==> src/rtl/can_tx_arb_pkg.sv <==
`timescale 1ns/1ps
// Package: shared encodings for the transmit mailbox arbiter.
// Assumes the host data word is wide enough to hold the control-word
// priority field at PRIO_LSB.
package can_tx_arb_pkg;

    // Host write targets selected by cfg_sel.
    typedef enum logic [2:0] {
        SEL_ENABLE  = 3'd0,
        SEL_DIR     = 3'd1,
        SEL_REQ_SET = 3'd2,
        SEL_ACK_CLR = 3'd3,
        SEL_ABT_CLR = 3'd4,
        SEL_CTRL    = 3'd5
    } cfg_sel_e;

    // Grant sequencer states.
    typedef enum logic {
        GS_IDLE = 1'b0,
        GS_BUSY = 1'b1
    } grant_state_e;

    // Lowest bit of the priority field inside a control word.
    localparam int PRIO_LSB = 8;

endpackage

==> src/rtl/can_tx_mbox_bank.sv <==
`timescale 1ns/1ps
// Module: mailbox state bank. Holds enable, direction, request,
// acknowledge, abort-acknowledge and priority for every mailbox, and
// applies host writes and engine completions. When a set and a clear
// hit the same bit in one cycle, the set wins.
// Assumes fin_ok and fin_ab are never high together.
module can_tx_mbox_bank
    import can_tx_arb_pkg::*;
#(
    parameter  int NUM_MBOX = 32,
    parameter  int PRIO_W   = 6,
    localparam int IDX_W    = $clog2(NUM_MBOX)
) (
    input  logic                clk,
    input  logic                rst_n,
    input  logic                cfg_we,
    input  logic [2:0]          cfg_sel,
    input  logic [IDX_W-1:0]    cfg_idx,
    input  logic [NUM_MBOX-1:0] cfg_wdata,
    input  logic                fin_ok,
    input  logic                fin_ab,
    input  logic [IDX_W-1:0]    fin_idx,
    output logic [NUM_MBOX-1:0] elig,
    output logic [NUM_MBOX-1:0] req_q,
    output logic [NUM_MBOX-1:0] ack_q,
    output logic [NUM_MBOX-1:0] abt_q,
    output logic [PRIO_W-1:0]   prio_q [NUM_MBOX]
);

    cfg_sel_e            sel;
    logic [NUM_MBOX-1:0] en_q;
    logic [NUM_MBOX-1:0] dir_q;
    logic [NUM_MBOX-1:0] fin_mask;
    logic [NUM_MBOX-1:0] set_mask;
    logic [NUM_MBOX-1:0] ack_clr;
    logic [NUM_MBOX-1:0] abt_clr;

    assign sel = cfg_sel_e'(cfg_sel);

    // Decode host write masks and the one-hot completion mask.
    always_comb begin
        fin_mask = '0;
        if (fin_ok || fin_ab) begin
            fin_mask[fin_idx] = 1'b1;
        end
        set_mask = (cfg_we && sel == SEL_REQ_SET) ? cfg_wdata : '0;
        ack_clr  = (cfg_we && sel == SEL_ACK_CLR) ? cfg_wdata : '0;
        abt_clr  = (cfg_we && sel == SEL_ABT_CLR) ? cfg_wdata : '0;
    end

    // Mailbox may compete: enabled, transmit direction, request pending.
    assign elig = en_q & ~dir_q & req_q;

    // Update all per-mailbox flags; set terms are ORed in after clears.
    always_ff @(posedge clk) begin
        if (!rst_n) begin
            en_q  <= '0;
            dir_q <= '0;
            req_q <= '0;
            ack_q <= '0;
            abt_q <= '0;
        end else begin
            if (cfg_we && sel == SEL_ENABLE) begin
                en_q <= cfg_wdata;
            end
            if (cfg_we && sel == SEL_DIR) begin
                dir_q <= cfg_wdata;
            end
            req_q <= (req_q & ~fin_mask) | set_mask;
            ack_q <= (ack_q & ~ack_clr) | (fin_ok ? fin_mask : '0);
            abt_q <= (abt_q & ~abt_clr) | (fin_ab ? fin_mask : '0);
        end
    end

    // Capture the priority field of a control-word write.
    always_ff @(posedge clk) begin
        for (int i = 0; i < NUM_MBOX; i++) begin
            if (!rst_n) begin
                prio_q[i] <= '0;
            end else if (cfg_we && sel == SEL_CTRL && cfg_idx == IDX_W'(i)) begin
                prio_q[i] <= cfg_wdata[PRIO_LSB +: PRIO_W];
            end
        end
    end

endmodule

==> src/rtl/can_tx_prio_tree.sv <==
`timescale 1ns/1ps
// Module: combinational comparison tree. Each leaf key is
// {eligible, priority}. At every node the larger key wins, and on a
// tie the right child (higher mailbox numbers) wins, so equal
// priorities resolve to the highest index.
// Assumes NUM_MBOX is a power of two and at least 2.
module can_tx_prio_tree #(
    parameter  int NUM_MBOX = 32,
    parameter  int PRIO_W   = 6,
    localparam int IDX_W    = $clog2(NUM_MBOX),
    localparam int KEY_W    = PRIO_W + 1,
    localparam int LVL      = $clog2(NUM_MBOX)
) (
    input  logic [NUM_MBOX-1:0] elig,
    input  logic [PRIO_W-1:0]   prio [NUM_MBOX],
    output logic                any_elig,
    output logic [IDX_W-1:0]    win_idx
);

    // Levels 0..LVL-1 keep full keys; level 0 holds the leaves.
    for (genvar l = 0; l < LVL; l++) begin : g_lv
        localparam int CNT = NUM_MBOX >> l;
        logic [KEY_W-1:0] k [CNT];
        logic [IDX_W-1:0] x [CNT];
        if (l == 0) begin : g_leaf
            for (genvar j = 0; j < CNT; j++) begin : g_j
                assign k[j] = {elig[j], prio[j]};
                assign x[j] = IDX_W'(j);
            end
        end else begin : g_node
            for (genvar n = 0; n < CNT; n++) begin : g_n
                logic take_r;
                assign take_r = g_lv[l-1].k[2*n+1] >= g_lv[l-1].k[2*n];
                assign k[n]   = take_r ? g_lv[l-1].k[2*n+1] : g_lv[l-1].k[2*n];
                assign x[n]   = take_r ? g_lv[l-1].x[2*n+1] : g_lv[l-1].x[2*n];
            end
        end
    end

    // Root node: only the eligible bit and the index leave the tree.
    logic root_take_r;
    assign root_take_r = g_lv[LVL-1].k[1] >= g_lv[LVL-1].k[0];
    assign any_elig    = root_take_r ? g_lv[LVL-1].k[1][KEY_W-1] : g_lv[LVL-1].k[0][KEY_W-1];
    assign win_idx     = root_take_r ? g_lv[LVL-1].x[1] : g_lv[LVL-1].x[0];

endmodule

==> src/rtl/can_tx_grant_seq.sv <==
`timescale 1ns/1ps
// Module: grant sequencer. In idle it latches the tree winner when any
// mailbox is eligible. It holds that grant until the engine reports
// done or abort, then returns to idle for one cycle. A done takes
// precedence over a simultaneous abort.
module can_tx_grant_seq
    import can_tx_arb_pkg::*;
#(
    parameter  int NUM_MBOX = 32,
    localparam int IDX_W    = $clog2(NUM_MBOX)
) (
    input  logic             clk,
    input  logic             rst_n,
    input  logic             any_elig,
    input  logic [IDX_W-1:0] win_idx,
    input  logic             eng_done,
    input  logic             eng_abort,
    output logic             busy,
    output logic [IDX_W-1:0] gidx,
    output logic             fin_ok,
    output logic             fin_ab
);

    grant_state_e state_q;

    // Latch a winner when idle, release on completion.
    always_ff @(posedge clk) begin
        if (!rst_n) begin
            state_q <= GS_IDLE;
            gidx    <= '0;
        end else if (state_q == GS_BUSY) begin
            if (eng_done || eng_abort) begin
                state_q <= GS_IDLE;
            end
        end else if (any_elig) begin
            state_q <= GS_BUSY;
            gidx    <= win_idx;
        end
    end

    // Qualify engine pulses with an active grant.
    assign busy   = (state_q == GS_BUSY);
    assign fin_ok = busy && eng_done;
    assign fin_ab = busy && eng_abort && !eng_done;

endmodule

==> src/rtl/can_tx_arbiter.sv <==
`timescale 1ns/1ps
// Module: transmit mailbox priority arbiter (top). Connects the
// mailbox bank, the priority tree and the grant sequencer. The engine
// sees a level grant with a stable index, and the host sees request,
// acknowledge and abort-acknowledge vectors.
// Assumes NUM_MBOX is a power of two, at least 16.
module can_tx_arbiter
    import can_tx_arb_pkg::*;
#(
    parameter  int NUM_MBOX = 32,
    parameter  int PRIO_W   = 6,
    localparam int IDX_W    = $clog2(NUM_MBOX)
) (
    input  logic                clk,
    input  logic                rst_n,
    input  logic                cfg_we,
    input  logic [2:0]          cfg_sel,
    input  logic [IDX_W-1:0]    cfg_idx,
    input  logic [NUM_MBOX-1:0] cfg_wdata,
    input  logic                eng_done,
    input  logic                eng_abort,
    output logic                grant_valid,
    output logic [IDX_W-1:0]    grant_idx,
    output logic [NUM_MBOX-1:0] req_flags,
    output logic [NUM_MBOX-1:0] ack_flags,
    output logic [NUM_MBOX-1:0] abt_flags
);

    logic [NUM_MBOX-1:0] elig;
    logic [PRIO_W-1:0]   prio [NUM_MBOX];
    logic                any_elig;
    logic [IDX_W-1:0]    win_idx;
    logic                fin_ok;
    logic                fin_ab;

    can_tx_mbox_bank #(.NUM_MBOX(NUM_MBOX), .PRIO_W(PRIO_W)) u_bank (
        .clk       (clk),
        .rst_n     (rst_n),
        .cfg_we    (cfg_we),
        .cfg_sel   (cfg_sel),
        .cfg_idx   (cfg_idx),
        .cfg_wdata (cfg_wdata),
        .fin_ok    (fin_ok),
        .fin_ab    (fin_ab),
        .fin_idx   (grant_idx),
        .elig      (elig),
        .req_q     (req_flags),
        .ack_q     (ack_flags),
        .abt_q     (abt_flags),
        .prio_q    (prio)
    );

    can_tx_prio_tree #(.NUM_MBOX(NUM_MBOX), .PRIO_W(PRIO_W)) u_tree (
        .elig     (elig),
        .prio     (prio),
        .any_elig (any_elig),
        .win_idx  (win_idx)
    );

    can_tx_grant_seq #(.NUM_MBOX(NUM_MBOX)) u_seq (
        .clk       (clk),
        .rst_n     (rst_n),
        .any_elig  (any_elig),
        .win_idx   (win_idx),
        .eng_done  (eng_done),
        .eng_abort (eng_abort),
        .busy      (grant_valid),
        .gidx      (grant_idx),
        .fin_ok    (fin_ok),
        .fin_ab    (fin_ab)
    );

endmodule

==> config.mk <==
export PLATFORM = sky130hd
export DESIGN_NAME = can_tx_arbiter
export DESIGN_NICKNAME = d
export VERILOG_FILES = /design/src/rtl/can_tx_arb_pkg.sv /design/src/rtl/can_tx_mbox_bank.sv /design/src/rtl/can_tx_prio_tree.sv /design/src/rtl/can_tx_grant_seq.sv /design/src/rtl/can_tx_arbiter.sv
export SDC_FILE = /design/constraint.sdc
export NUM_CORES = 1
export LEC_CHECK = 0
export BUFFER_PORTS_ARGS = -buffer_cell sky130_fd_sc_hd__buf_2
export CAP_MARGIN = 30
export CORE_UTILIZATION = 44
export CTS_CLUSTER_SIZE = 25
export DETAILED_ROUTE_END_ITERATION = 16
export PLACE_DENSITY = 0.6
export SYNTH_ARGS = -nofsm -noshare
export SYNTH_HDL_FRONTEND = slang
export SYNTH_HIERARCHICAL = 1
export SYNTH_SLANG_ARGS = --single-unit
==> constraint.sdc <==
create_clock -name clk -period 12.97 [get_ports clk]
set_input_delay 0.6485 -clock clk [delete_from_list [all_inputs] [get_ports clk]]
set_output_delay 0.6485 -clock clk [all_outputs]
set_load 0.01 [all_outputs]
==> metrics.md <==
| Metric | Value |
|---|---|
| Status | `completed` |
| GRT Residual Overflow | `0` |
| Layout fillers | `4740` |
| RSZ-0062 raised after global routing | `no` |
| Vias in the first global route | `18200` |
| Total negative slack | `0 ps` |
| Largest net degree at the start of global routing | `129` |
| Post-synth EDFFs | `0` |
| Non-Filler Instances | `3375` |
| Hold Crit Class | `in -> reg` |
| Via count | `18800` |
| Power Dens Cells | `104 nW/µm²` |
| Syn Nets | `2839` |
| Top cells by area, synth | `dfxtp_1 32%, mux2i_1 14%, ha_1 11%` |
| Final min period | `10910 ps` |
| Seq cells post-synth | `358` |
| Maximum vdd ir drop | `0.0931 mV` |
| FP Rows | `82` |
| Setup ws final | `2060 ps` |
| Most used cell, CP | `a21oi_1` |
| CP Launch Point | `u_bank/req_q[8]` |
| DPL Wire Length | `45200 µm` |
| Fmax | `91.7 MHz` |
| TritonCTS clock tree | `yes` |
| Mean Syn Cell Area | `8.63 µm²` |
| Clock Skews | `20.4 ps` |
| Drt drc | `0` |
| WL/cell | `18.8 µm` |
| Initial DRC count | `1293` |
| Setup-failing EPs final | `0` |
| CP max FO | `17` |
| Post CTS Setup Buffer Count | `0` |
| WP data arrival | `11400 ps` |
| Global-route wire length before repair | `101000 µm` |
| Cts bufs inserted | `42` |
| Hold Crit Start | `cfg_wdata[1]` |
| Max-cap violations | `0` |
| Top Ports | `147` |
| Async S/R FF share, synth | `0%` |
| Die X | `228 µm` |
| R2r startpoint | `u_bank/req_q[8]` |
| Worst Setup Path Type | `reg -> reg` |
| Clock Latency Late Sink | `580 ps` |
| Gpl congestion | `0.889` |
| Gr usage total | `23.9%` |
| Slew HR | `34.4%` |
| Leak | `10.7 nW` |
| Cts hold-fix bufs | `0` |
| Final worst-path cycle share | `84.1%` |
| Slowest cell on the critical path | `a21oi_1` |
| Cell taking the most area after synthesis | `dfxtp_1` |
| DP Worst Slack | `2200 ps` |
| Layout cell share with drive strength beyond 1 | `12.3%` |
| First drt pass iteration count | `7` |
| Die area | `51900 µm²` |
| Cells after synthesis | `2599` |
| Core box area | `50200 µm²` |
| H-tree lvl count | `2` |
| Placed cells | `3297` |
| Vias per cell | `5.57` |
| Startpoint types | `flip-flop` |
| WP data required | `13470 ps` |
| Worst Tran Pin Value | `977 ps` |
| Slew Limit Fails | `0` |
| Clock-pin slew on the worst setup and hold paths | `70 ps` |
| Synthesized cell area | `22400 µm²` |
| Post-synthesis sequential area ratio | `32.0%` |
| ANT nets after route | `0` |
| Clock Sinks | `358` |
| Top cells by count, synth | `452 x nand2_1, 358 x dfxtp_1, 311 x mux2i_1` |
| Top_reg_cell synth | `dfxtp_1` |
| Synth warnings | `6` |
| Root Buffer | `clkbuf_16` |
| Area delta synth->final | `12.2%` |
| Clock buffer depth | `3` |
| DRT Wirelength | `63500 µm` |
| Initial antenna violation count | `2` |
| Die Span Y | `228 µm` |
| Post-CTS sizing | `0` |
| Port bufs | `146` |
| Starting Density | `44.7%` |
| Count of cell types in the netlist | `95` |
| Count leader, synth | `nand2_1` |
| Critical path capture point type | `flip-flop` |
| Post-synth top area share | `32.0%` |
| Slowest stage delay, CP | `670 ps` |
| Final Hold Fails | `0` |
| Fin nets | `2910` |
-- worst max-delay path: cells and delay by family, from the launching register on --
| kind | cells | cell delay [ps] |
|---|---|---|
| compound gates | 25 | 5460 |
| fa+ha+maj | 5 | 1300 |
| buf+inv | 2 | 140 |
| flops | 1 | 350 |
| mux | 3 | 870 |
| simple gates | 18 | 2700 |
-- logic make-up (layout without fill, tap and decap cells) --
family / count (synthesis) / after routing / share of synthesized area (%)
multiplexers: 347 / 347 / 15.8
flip-flops: 358 / 358 / 32.0
adder cells (fa/ha/maj): 202 / 202 / 11.2
other: 0 / 1 / 0
AO/OA/AOI/OAI: 565 / 565 / 17.7
buffers and inverters: 326 / 429 / 5.86
XOR/XNOR: 1 / 1 / 0.0391
AND/OR/NAND/NOR: 800 / 800 / 17.4
-- flip-flops by register name, summed over array words and instances (netlist names) --
signal	flops
u_bank/dir_q	32
u_bank/en_q	32
u_seq/busy	1
u_bank/prio_q	192
u_bank/ack_q	32
u_bank/req_q	32
u_bank/abt_q	32
u_seq/gidx	5
-- final timing paths --
path                            slack, ps  cells past startpoint         endpoint
worst max-delay path                 2060                     53    u_seq/gidx[1]
worst min-delay path                  350                      3  u_bank/req_q[1]
worst min register to register        450                      2  u_bank/en_q[24]
worst max register to register       2060                     53    u_seq/gidx[1]
-- placed cells by master (no fill, tap or decap), drive strengths merged, types with 5 or more instances in the layout --
cell	n
a2111oi	5
a211o	6
a211oi	15
a21boi	127
a21o	37
a21oi	108
a311oi	7
a31oi	10
and2	8
and3	7
and3b	12
buf	173
bufinv	6
clkbuf	58
clkinv	10
dfxtp	358
ha	195
inv	180
maj3	7
mux2	36
mux2i	311
nand2	452
nand2b	39
nand3	17
nand3b	6
nand4	8
nand4b	11
nand4bb	8
nor2	106
nor2b	25
nor3	65
nor3b	6
nor4	7
o211ai	13
o21a	75
o21ai	92
o311ai	29
-- per-layer routing --
metal  up-vias  part of all wire [%]  GRT usage [%]
met5         -                     0              0
met4         0                   2.1           6.29
met3        98                   5.6           4.23
met2       430                    45           39.3
met1      9019                    47           32.2
li1       9244                     -              -
-- where the power goes --
| part | leakage, nW | internal [mW] | switching [mW] | total [mW] |
|---|---|---|---|---|
| sequential | 2.89 | 1.11 | 0.00698 | 1.12 |
| combinational | 7.05 | 0.0613 | 0.150 | 0.211 |
| clock | 0.738 | 0.785 | 0.496 | 1.28 |
-- stage by stage --
stage	hold slack, ps	utilization [%]	power (mW)	cell area, µm²
floorplan	431	-	1.28	22400
global placement	436	47.1	1.34	23600
detailed placement	441	47.1	1.35	23600
CTS	324	50.1	2.63	25100
global route	338	50.1	2.70	25200
finish	351	50.1	2.61	25200
-- cell type report --
| cell class | instances | area [µm²] | share of cell area, % |
|---|---|---|---|
| diodes | 1 | 2.50 | 0.00995 |
| inverters | 180 | 676 | 2.69 |
| multi-input cells | 1915 | 14000 | 55.6 |
| repair buffers | 173 | 971 | 3.86 |
| well taps | 672 | 841 | 3.34 |
| clock buffers | 58 | 1230 | 4.90 |
| flip-flops and latches | 358 | 7170 | 28.5 |
| clock inverters | 18 | 268 | 1.06 |
Power figures use the tool's default switching activity.
